<file path="config.mk">
export PLATFORM = sky130hd
export DESIGN_NAME = lnk_rate_seq
export DESIGN_NICKNAME = d
export VERILOG_FILES = /design/src/rtl/lrs_pkg.sv /design/src/rtl/lrs_cycle_timer.sv /design/src/rtl/lrs_attempt_ctr.sv /design/src/rtl/lnk_rate_seq.sv
export SDC_FILE = /design/constraint.sdc
export NUM_CORES = 1
export LEC_CHECK = 0
export ABC_AREA = 1
export ABC_CLOCK_PERIOD_IN_PS = 3400
export CAP_MARGIN = 20
export CORE_ASPECT_RATIO = 1.4
export CORE_MARGIN = 3
export CORE_UTILIZATION = 53
export CTS_BUF_LIST = sky130_fd_sc_hd__clkbuf_4
export DETAILED_ROUTE_END_ITERATION = 7
export DONT_BUFFER_PORTS = 1
export GPL_TIMING_DRIVEN = 0
export PLACE_DENSITY_LB_ADDON = 0.2
export SETUP_SLACK_MARGIN = 0.5
export SLEW_MARGIN = 40
export SYNTH_ARGS = -nofsm -noshare
export SYNTH_HDL_FRONTEND = slang
export SYNTH_HIERARCHICAL = 1
export SYNTH_SLANG_ARGS = --single-unit
</file>
<file path="constraint.sdc">
create_clock -name clk -period 3.4 [get_ports clk]
set_input_delay 0.68 -clock clk [delete_from_list [all_inputs] [get_ports clk]]
set_output_delay 0.68 -clock clk [all_outputs]
set_load 0.01 [all_outputs]
</file>
<file path="src/rtl/lrs_pkg.sv">
package lrs_pkg;

    typedef enum logic [3:0] {
        S_IDLE,
        S_CAP,
        S_TRAIN1,
        S_PROMOTE,
        S_POLL,
        S_TRAIN2,
        S_RXRST,
        S_DONE,
        S_FAIL
    } lrs_state_e;

    // speed-cap encodings
    localparam int LRS_SPD_BASE = 1;   // 2.5 GT/s
    localparam int LRS_SPD_GEN2 = 2;   // 5.0 GT/s
    localparam int LRS_PROMO_GEN = 2;  // top generation that enables promotion

endpackage

</file>
<file path="src/rtl/lrs_cycle_timer.sv">
// Counts cycles while run_i is high; expired_o flags the limit-th cycle and
// the count restarts, so a held run_i gives a periodic tick.
module lrs_cycle_timer #(
    parameter int W = 16
) (
    input  logic         clk,
    input  logic         rst_n,
    input  logic         run_i,
    input  logic [W-1:0] limit_i,
    output logic         expired_o
);

    logic [W-1:0] cnt_q;
    logic [W:0]   cnt_inc;

    assign cnt_inc   = {1'b0, cnt_q} + {{W{1'b0}}, 1'b1};
    assign expired_o = run_i && (cnt_inc >= {1'b0, limit_i});

    always_ff @(posedge clk) begin
        if (!rst_n) begin
            cnt_q <= '0;
        end else if (!run_i || expired_o) begin
            cnt_q <= '0;
        end else begin
            cnt_q <= cnt_inc[W-1:0];
        end
    end

endmodule

</file>
<file path="src/rtl/lrs_attempt_ctr.sv">
// Counts failed poll attempts; last_o marks that the next failed attempt is
// the final one allowed.
module lrs_attempt_ctr #(
    parameter int MAX = 200,
    parameter int W   = 8
) (
    input  logic clk,
    input  logic rst_n,
    input  logic clr_i,
    input  logic inc_i,
    output logic last_o
);

    logic [W-1:0] cnt_q;

    assign last_o = (cnt_q == W'(MAX - 1));

    always_ff @(posedge clk) begin
        if (!rst_n) begin
            cnt_q <= '0;
        end else if (clr_i) begin
            cnt_q <= '0;
        end else if (inc_i && !last_o) begin
            cnt_q <= cnt_q + W'(1);
        end
    end

endmodule

</file>
<file path="src/rtl/lnk_rate_seq.sv">
module lnk_rate_seq
    import lrs_pkg::*;
#(
    parameter int SPD_W    = 4,
    parameter int GEN_W    = 2,
    parameter int TMO_W    = 16,
    parameter int POLL_MAX = 200,
    parameter int POLL_GAP = 4,
    parameter int HOLD_CYC = 16
) (
    input  logic             clk,
    input  logic             rst_n,
    input  logic             start_i,
    input  logic [GEN_W-1:0] max_gen_i,
    input  logic             sc_self_clear_i,
    input  logic [TMO_W-1:0] link_tmo_i,
    input  logic             link_up_i,
    input  logic             spd_chg_busy_i,
    input  logic [SPD_W-1:0] cur_speed_i,
    output logic [SPD_W-1:0] speed_cap_o,
    output logic             train_en_o,
    output logic             spd_chg_req_o,
    output logic             rx_data_en_ovr_o,
    output logic             rx_pll_en_ovr_o,
    output logic             busy_o,
    output logic             done_o,
    output logic             fail_o,
    output logic             gen2_off_o,
    output logic [SPD_W-1:0] final_speed_o
);

    localparam int PM_W   = $clog2(POLL_MAX + 1);
    localparam int GAP_W  = $clog2(POLL_GAP + 1);
    localparam int HOLD_W = $clog2(HOLD_CYC + 1);

    localparam logic [SPD_W-1:0] CAP_BASE  = SPD_W'(LRS_SPD_BASE);
    localparam logic [SPD_W-1:0] CAP_GEN2  = SPD_W'(LRS_SPD_GEN2);
    localparam logic [GEN_W-1:0] GEN_PROMO = GEN_W'(LRS_PROMO_GEN);

    lrs_state_e state_q, state_d;

    logic link_wait, link_tmo_hit;
    logic poll_run, poll_tick, poll_last;
    logic hold_run, hold_hit;
    logic start_ok, promo_en;

    logic [SPD_W-1:0] cap_q;
    logic [SPD_W-1:0] final_q;
    logic             gen2_off_q;

    assign start_ok  = start_i && (state_q == S_IDLE || state_q == S_DONE
                                   || state_q == S_FAIL);
    assign promo_en  = (max_gen_i == GEN_PROMO);
    assign link_wait = (state_q == S_TRAIN1) || (state_q == S_TRAIN2);
    assign poll_run  = (state_q == S_POLL);
    assign hold_run  = (state_q == S_RXRST);

    // ---------------- timers ----------------
    lrs_cycle_timer #(.W(TMO_W)) u_link_tmr (
        .clk       (clk),
        .rst_n     (rst_n),
        .run_i     (link_wait),
        .limit_i   (link_tmo_i),
        .expired_o (link_tmo_hit)
    );

    lrs_cycle_timer #(.W(GAP_W)) u_gap_tmr (
        .clk       (clk),
        .rst_n     (rst_n),
        .run_i     (poll_run),
        .limit_i   (GAP_W'(POLL_GAP)),
        .expired_o (poll_tick)
    );

    lrs_cycle_timer #(.W(HOLD_W)) u_hold_tmr (
        .clk       (clk),
        .rst_n     (rst_n),
        .run_i     (hold_run),
        .limit_i   (HOLD_W'(HOLD_CYC)),
        .expired_o (hold_hit)
    );

    lrs_attempt_ctr #(.MAX(POLL_MAX), .W(PM_W)) u_attempts (
        .clk    (clk),
        .rst_n  (rst_n),
        .clr_i  (!poll_run),
        .inc_i  (poll_tick && spd_chg_busy_i),
        .last_o (poll_last)
    );

    // ---------------- state register ----------------
    always_ff @(posedge clk) begin
        if (!rst_n) begin
            state_q <= S_IDLE;
        end else begin
            state_q <= state_d;
        end
    end

    // ---------------- next state ----------------
    always_comb begin
        state_d = state_q;
        unique case (state_q)
            S_IDLE, S_DONE, S_FAIL: begin
                if (start_i) state_d = S_CAP;
            end
            S_CAP: begin
                state_d = S_TRAIN1;
            end
            S_TRAIN1: begin
                if (link_up_i) begin
                    state_d = promo_en ? S_PROMOTE : S_DONE;
                end else if (link_tmo_hit) begin
                    state_d = S_RXRST;
                end
            end
            S_PROMOTE: begin
                state_d = sc_self_clear_i ? S_POLL : S_TRAIN2;
            end
            S_POLL: begin
                if (poll_tick) begin
                    if (!spd_chg_busy_i) begin
                        state_d = S_TRAIN2;
                    end else if (poll_last) begin
                        state_d = S_RXRST;
                    end
                end
            end
            S_TRAIN2: begin
                if (link_up_i) begin
                    state_d = S_DONE;
                end else if (link_tmo_hit) begin
                    state_d = S_RXRST;
                end
            end
            S_RXRST: begin
                if (hold_hit) state_d = S_FAIL;
            end
            default: state_d = S_IDLE;
        endcase
    end

    // ---------------- registered results ----------------
    always_ff @(posedge clk) begin
        if (!rst_n) begin
            cap_q      <= CAP_BASE;
            final_q    <= '0;
            gen2_off_q <= 1'b0;
        end else if (start_ok) begin
            cap_q      <= CAP_BASE;
            final_q    <= '0;
            gen2_off_q <= 1'b0;
        end else if (state_q == S_TRAIN1 && link_up_i) begin
            if (promo_en) begin
                cap_q <= CAP_GEN2;
            end else begin
                final_q    <= cur_speed_i;
                gen2_off_q <= 1'b1;
            end
        end else if (state_q == S_TRAIN2 && link_up_i) begin
            final_q <= cur_speed_i;
        end
    end

    // ---------------- outputs ----------------
    always_comb begin
        train_en_o       = 1'b0;
        spd_chg_req_o    = 1'b0;
        rx_data_en_ovr_o = 1'b0;
        rx_pll_en_ovr_o  = 1'b0;
        busy_o           = 1'b0;
        done_o           = 1'b0;
        fail_o           = 1'b0;
        unique case (state_q)
            S_IDLE: ;
            S_CAP: busy_o = 1'b1;
            S_TRAIN1, S_TRAIN2: begin
                busy_o     = 1'b1;
                train_en_o = 1'b1;
            end
            S_PROMOTE, S_POLL: begin
                busy_o        = 1'b1;
                train_en_o    = 1'b1;
                spd_chg_req_o = 1'b1;
            end
            S_RXRST: begin
                busy_o           = 1'b1;
                rx_data_en_ovr_o = 1'b1;
                rx_pll_en_ovr_o  = 1'b1;
            end
            S_DONE: begin
                done_o     = 1'b1;
                train_en_o = 1'b1;
            end
            S_FAIL: fail_o = 1'b1;
            default: ;
        endcase
    end

    assign speed_cap_o   = cap_q;
    assign final_speed_o = final_q;
    assign gen2_off_o    = gen2_off_q;

endmodule

</file>
### Word-level counts from Yosys, hierarchy flattened

Cells that the tools add are included.

* $add $sub $neg: 4
* equality and inequality tests: 15
* muxes and demuxes: 20
* $lt $le $gt $ge: 3
* reduce and logical (&&, ||, !) cells: 33
* bitwise operators: 2

Operators with widths (number)
* 4-bit 2-to-1 mux: 11
* 4-bit one-hot mux with 7 select lines: 1
* 16-bit by 1-bit adder with 17-bit output, second input constant: 1
* 17-bit by 16-bit greater-or-equal comparator with 1-bit output: 1
* 4-bit by 3-bit equality test with 1-bit output, second input constant: 4
* 2-bit OR reduction: 5
* 8-bit by 1-bit adder with 8-bit output, second input constant: 1
* 4-bit by 2-bit equality test with 1-bit output, second input constant: 2
* 8-bit equality test, second input constant: 1
* 1-bit logical AND: 8
* 2-bit != test, second input constant: 4
* 2-bit AND reduction: 4
* 1-bit 2-to-1 mux: 7
* 5-bit by 1-bit adder with 6-bit output, second input constant: 1
* 6-bit by 5-bit greater-or-equal comparator with 1-bit output, second input constant: 1
* 1-bit logical OR: 6
* 6-bit OR reduction: 1
* 5-bit OR reduction: 1
* 3-bit by 1-bit adder with 4-bit output, second input constant: 1
* 4-bit by 1-bit equality test with 1-bit output, second input constant: 1
* 4-bit equality test, second input constant: 1
* 4-bit by 3-bit greater-or-equal comparator with 1-bit output, second input constant: 1
* 1-bit zero test: 4
* 4-bit zero test: 1
* other kinds (7): 8

* bits in registers: 43
* input bits: 28
* output and inout bits: 16

### Depth between registers and ports, before layout

* depth after elaboration: 6
* mapped depth: 23

### Hierarchy

The synthesis kept the hierarchy.

Modules (own cells, without submodules)
* lrs_cycle_timer at u_link_tmr: cells an instance 189, times used 1, area each 1346.3 um2
* lnk_rate_seq: cells an instance 127, times used 1, area each 774.5 um2
* lrs_attempt_ctr: cells an instance 74, times used 1, area each 471.7 um2
* lrs_cycle_timer at u_hold_tmr: cells an instance 47, times used 1, area each 355.3 um2
* lrs_cycle_timer at u_gap_tmr: cells an instance 29, times used 1, area each 211.5 um2

### Worst setup path after synthesis

Ideal clock, no wire load.

* kind: reg-to-reg
* start: register u_link_tmr.cnt_q[0]
* end: register state_q[2]
* path buffers: 0
* arrival time: 2776 ps
* stages on the path, launching flop included: 24
* setup time: 70 ps
* path slack: 554 ps
* path through: dfxtp_1 ha_1 nand2_1 nor2_4 nand2_2 nor2_1 nand3_1 xor2_1 inv_1 ha_1 nand2_1 nor2_1 nand2_1 o21ai_0 nand2_1 nand3_1 nand2_1 inv_1 inv_1 nand3_1 nand3_1 nand2_1 nand3_1 a21oi_1

* word-level cells in the longest chain between the ends: 6
* elaborated cells on any way between the ends: 7
* classes of those cells: add/sub: 1; order compare: 1; mux: 4; reduce/logical: 1

Ends and longest elaborated chain
* from (decl): RTL line lrs_cycle_timer.sv:13 `logic [W-1:0] cnt_q;`
* from (signal assigned): RTL line lrs_cycle_timer.sv:25 `cnt_q <= cnt_inc[W-1:0];`
* 16-bit by 1-bit adder with 17-bit output (*): RTL line lrs_cycle_timer.sv:16 `assign cnt_inc = {1'b0, cnt_q} + {{W{1'b0}}, 1'b1};`
* via u_link_tmr.cnt_inc[14]: RTL line lrs_cycle_timer.sv:14 `logic [W:0] cnt_inc;`
* 17-bit by 16-bit greater-or-equal comparator with 1-bit output (*): RTL line lrs_cycle_timer.sv:17 `assign expired_o = run_i && (cnt_inc >= {1'b0, limit_i});`
* 1-bit logical AND (*): RTL line lrs_cycle_timer.sv:17
* via link_tmo_hit: RTL line lnk_rate_seq.sv:42 `logic link_wait, link_tmo_hit;`
* 4-bit 2-to-1 mux (*)
* 4-bit 2-to-1 mux (on tied branches)
* 4-bit one-hot mux with 7 select lines (*)
* to (signal assigned): RTL line lnk_rate_seq.sv:96 `state_q <= state_d;`
* to (decl): RTL line lnk_rate_seq.sv:40 `lrs_state_e state_q, state_d;`

Mark *: on every way through the listed nets, which the timed path passes. The rest lies on a longest branch.
A chain may end at the register's enable or synchronous reset.

### Final worst setup path

Ends and elaborated chain as after synthesis.

==> results.txt <==
----------------------------------------------------
[Finish]
  Filler-free cell count of the finished design ... 570
  # nets final ... 558
  Most frequent standard cell in the layout excluding fill and tap cells ... sky130_fd_sc_hd__inv_1
  Area added between synthesis and finish ... 21.1%
  Fill count ... 484
  Layout cells sized above 1 ... 26.3%
  Final antenna diode count ... 0
  Top library cells by usage in the layout, fill and taps aside ... 95 x sky130_fd_sc_hd__inv_1, 88 x sky130_fd_sc_hd__nand2_1, 47 x sky130_fd_sc_hd__nor2_1

[Power]
  Cell Int Power ... 898 uW
  Part of the power in combinational logic ... 30.5%
  Switching share of power ... 34.4%
  Highest ir drop seen on vdd ... 0.244 mV
  Power density over the cells ... 358 nW/um^2
  Relative contribution of sequential cells to total power ... 40.3%
  Clock share of power ... 29.2%
  Reported leakage power ... 0.00181 uW
  Switching power ... 470 uW
  Overall power of the completed layout ... 1370 uW

[Clock network]
  Number of buffers between clock root and the deepest sink ... 2
  CTS clock-pin slew for the worst setup and hold paths ... 0.13 ns
  TritonCTS clock tree ... yes
  Clock latency on the worst-skew pair ... 0.35 ns
  Cts hold-fix bufs ... 0
  CTS H-Tree Depth ... 2
  TritonCTS Buffers ... 5
  Clk root buf ... sky130_fd_sc_hd__clkbuf_4
  Clk sinks ... 43

[Yosys]
  Ys async rst share ... 0%
  Post-synthesis average cell area ... 6.78 um^2
  Part of the Yosys area used for sequential elements ... 27.2%
  Number of flops mapped to enable cells by yosys ... 0
  Number of synthesized register bits ... 43
  Ys flop type ... sky130_fd_sc_hd__dfxtp_1
  Yosys Warn Count ... 6
  Cell count after synthesis ... 466
  Mapped Area ... 3160 um^2
  Count of distinct cell types in the synthesized netlist ... 34

[Timing]
  Accumulated negative setup slack ... 0 ns
  Final WS setup ... 0.611 ns
  Final hold violation count ... 0
  Shortest period the worst path allows ... 2.79 ns
  Maximum clock frequency ... 359 MHz
  Slew at the pin closest to its max-slew limit ... 0.549 ns
  Worst clock skew ... 0.0123 ns
  Tightest hold margin ... 0.465 ns
  RSZ-0062 raised after global routing ... true
  Total setup violations reported at the end of the flow ... 0
  Max_slew headroom ... 63.1%
  Slew Viols, Final ... 0
  Part of the cycle the worst path needs ... 82.0%

[Routing]
  Wire length per cell after detailed routing ... 11.9 um
  Detailed-route via count ... 2,820
  Total Wirelength ... 6760 um
  Count of unresolved DRC violations after routing ... 0
  Number of detailed-route iterations in the first pass ... 4
  DRC marker count from the first detailed-route iteration ... 79
  Antenna violation net count after detailed routing ... 0
  Number of vias per cell ... 4.95

[Worst setup path]
  Maximum fanout along the worst path ... 4
  Crit path launch type ... register
  Number of buffers and inverters on the critical path ... 3
  Startpoint of the most critical register-to-register path ... u_link_tmr/cnt_q[0]
  Critical path data arrival time ... 3.08 ns
  Critical Setup Path Class ... register to register
  End of the worst register-to-register path ... state_q[2]
  Top cell family by delay on the critical path ... simple AND/OR/NAND/NOR gates
  Slowest Stage Delay on Critical Path ... 0.40 ns
  Minimum setup slack among reg-to-reg paths ... 0.61 ns
  Cells traversed along the worst timing path ... ha_4 > nand2_4 > nor2_4 > nand2_2 > nor2_4 > nand3_2 > xor2_2 > inv_2 > ha_4 > nand3_4 > nor3_4 > o21a_1 > nand2_2 > nand3_2 > nand2_1 > inv_2 > inv_2 > nand3_2 > nand3_2 > nand2_2 > nand3_2 > a21oi_1
  Path depth of the worst reg2reg path ... 22
  CP dominant cell by count ... sky130_fd_sc_hd__nand3_2
  Slowest library cell on the worst path ... sky130_fd_sc_hd__dfxtp_4
  Worst endpoint required time ... 3.69 ns
  Critical Path End Type ... register

[Floorplanning]
  Site Rows ... 32
  Die X-Extent ... 71.3 um
  DIE HEIGHT ... 97.4 um
  DIE AREA ... 6940 um^2
  Initial Utilization ... 56.0%
  Core Area ... 5650 um^2
  Num ports ... 44

[Placement]
  Inst Count DP ... 542
  Routability cong. ... 0.885
  Count of port buffers added during placement ... 0
  Post-DP HPWL ... 4970 um
  Pre-CTS setup slack ... 0.0842 ns

[Worst hold path]
  Start point of the worst hold path ... cur_speed_i[2]
  Hold Path Depth ... 2
  Endpoint of the worst hold-timing path ... final_speed_o[2]
  Class of the tightest hold or removal check ... input pin to register

[Global route]
  Antenna violations before repair ... 0
  Maximum number of pins on one net before global-route repair ... 14
  Vias in the first global route ... 2,653
  Wire length of the first global-routing pass ... 10,800 um
  Total routing resource utilization after global routing ... 18.8%
  Total grt overflow ... 0

[Run]
  Max-capacitance violation count ... 0

[Run status]
  Run status ... finished clean

----------------------------------------------------
## worst reg2reg max path, cell delays in order (launching register included)
cell and delay, ns:
sky130_fd_sc_hd__dfxtp_4 0.40, sky130_fd_sc_hd__ha_4 0.15, sky130_fd_sc_hd__nand2_4 0.05, sky130_fd_sc_hd__nor2_4 0.14, sky130_fd_sc_hd__nand2_2 0.10, sky130_fd_sc_hd__nor2_4 0.13, sky130_fd_sc_hd__nand3_2 0.10, sky130_fd_sc_hd__xor2_2 0.19
sky130_fd_sc_hd__inv_2 0.08, sky130_fd_sc_hd__ha_4 0.29, sky130_fd_sc_hd__nand3_4 0.08, sky130_fd_sc_hd__nor3_4 0.17, sky130_fd_sc_hd__o21a_1 0.15, sky130_fd_sc_hd__nand2_2 0.06, sky130_fd_sc_hd__nand3_2 0.07, sky130_fd_sc_hd__nand2_1 0.06
sky130_fd_sc_hd__inv_2 0.06, sky130_fd_sc_hd__inv_2 0.04, sky130_fd_sc_hd__nand3_2 0.07, sky130_fd_sc_hd__nand3_2 0.07, sky130_fd_sc_hd__nand2_2 0.08, sky130_fd_sc_hd__nand3_2 0.07, sky130_fd_sc_hd__a21oi_1 0.14
## per-stage QoR
step                      cell area (um^2)  utilization [%]
final                                 3820             67.8
after global routing                  3820             67.8
after CTS                             3510             62.1
after detailed placement              3270             58.0
after global placement                3270             58.0
after floorplan                       3190                -
## cells by family (layout without fill, tap and decap cells)
family,count (synthesis),in the layout,synth area share (%)
DFF,43,43,27.2
buffers and inverters,106,134,13.5
AOI/OAI and AO/OA,34,34,6.02
adders and majority gates,29,29,11.5
and+or+nand+nor,236,236,37.1
other,2,10,0.238
xor gates and xnor gates,16,16,4.44
## synthesized netlist by cell type, types with 2 or more instances
| cell type | n | share of area, % |
|---|---|---|
| sky130_fd_sc_hd__inv_2 | 2 | 0.24 |
| sky130_fd_sc_hd__nand2_4 | 2 | 0.71 |
| sky130_fd_sc_hd__nand2_1 | 96 | 11 |
| sky130_fd_sc_hd__a21boi_1 | 2 | 0.48 |
| sky130_fd_sc_hd__nor2_4 | 14 | 5.0 |
| sky130_fd_sc_hd__xnor2_1 | 3 | 0.83 |
| sky130_fd_sc_hd__conb_1 | 2 | 0.24 |
| sky130_fd_sc_hd__xor2_1 | 13 | 3.6 |
| sky130_fd_sc_hd__nor3_1 | 2 | 0.32 |
| sky130_fd_sc_hd__a21oi_1 | 21 | 3.3 |
| sky130_fd_sc_hd__nand2_2 | 16 | 3.2 |
| sky130_fd_sc_hd__dfxtp_1 | 43 | 27 |
| sky130_fd_sc_hd__nor2_1 | 55 | 6.5 |
| sky130_fd_sc_hd__nand3_1 | 33 | 5.2 |
| sky130_fd_sc_hd__ha_1 | 29 | 11 |
| sky130_fd_sc_hd__nand4_1 | 2 | 0.40 |
| sky130_fd_sc_hd__buf_4 | 3 | 0.71 |
| sky130_fd_sc_hd__nand3_2 | 4 | 1.3 |
| sky130_fd_sc_hd__o21ai_0 | 6 | 0.95 |
| sky130_fd_sc_hd__inv_1 | 99 | 12 |
| sky130_fd_sc_hd__nor2_2 | 5 | 0.99 |
| sky130_fd_sc_hd__nand3b_1 | 2 | 0.48 |
## final cells by class
cell class                 count  area [um^2]  share of cell area (%)
multi-input combinational    325         2170                    56.8
sequential                    43          882                    23.1
inverter                     102          383                    10.0
timing repair buffer          20          154                    4.02
tap                           68         85.1                    2.22
clock inverter                 2         60.1                    1.57
clock buffer                   6         45.0                    1.18
buffer                         4         42.5                    1.11
## what timing repair did
action | in CTS | in global routing
pin swaps | 7 | 28
gates resized for setup | 16 | 53
setup endpoints to repair | 19 | 13
setup buffers | 8 | 12
## state kept, by name (all words and copies together), names as in the netlist
| register | count |
|---|---|
| u_attempts/cnt_q | 8 |
| u_hold_tmr/cnt_q | 5 |
| u_link_tmr/cnt_q | 16 |
| state_q | 4 |
| final_speed_o | 4 |
| u_gap_tmr/cnt_q | 3 |
| gen2_off_o | 1 |
| speed_cap_o | 2 |
## worst max path at each step
stage                               from         end  cells after the start
floorplan            u_link_tmr/cnt_q[0]  state_q[2]                     23
global placement     u_link_tmr/cnt_q[0]  state_q[2]                     23
detailed placement   u_link_tmr/cnt_q[0]  state_q[2]                     23
CTS                  u_link_tmr/cnt_q[0]  state_q[2]                     23
global route        u_link_tmr/cnt_q[10]  state_q[0]                     19
finish               u_link_tmr/cnt_q[0]  state_q[2]                     22
## power by group through the flow
stage               logic, uW  registers [uW]  clock network (uW)
detailed placement        392             564                   0
global placement          388             563                   0
floorplan                 324             557                   0
CTS                       400             552                 412
finish                    417             552                 400
global route              470             554                 428
## layer usage
metal / GRT usage [%] / vias up / wire length (um)
met5: 0 / - / 0
met2: 34.5 / 61 / 3720
li1: - / 1477 / -
met1: 20.3 / 1263 / 2630
met3: 3.42 / 19 / 207
met4: 7.96 / 0 / 201
Power figures use the tool's default switching activity.
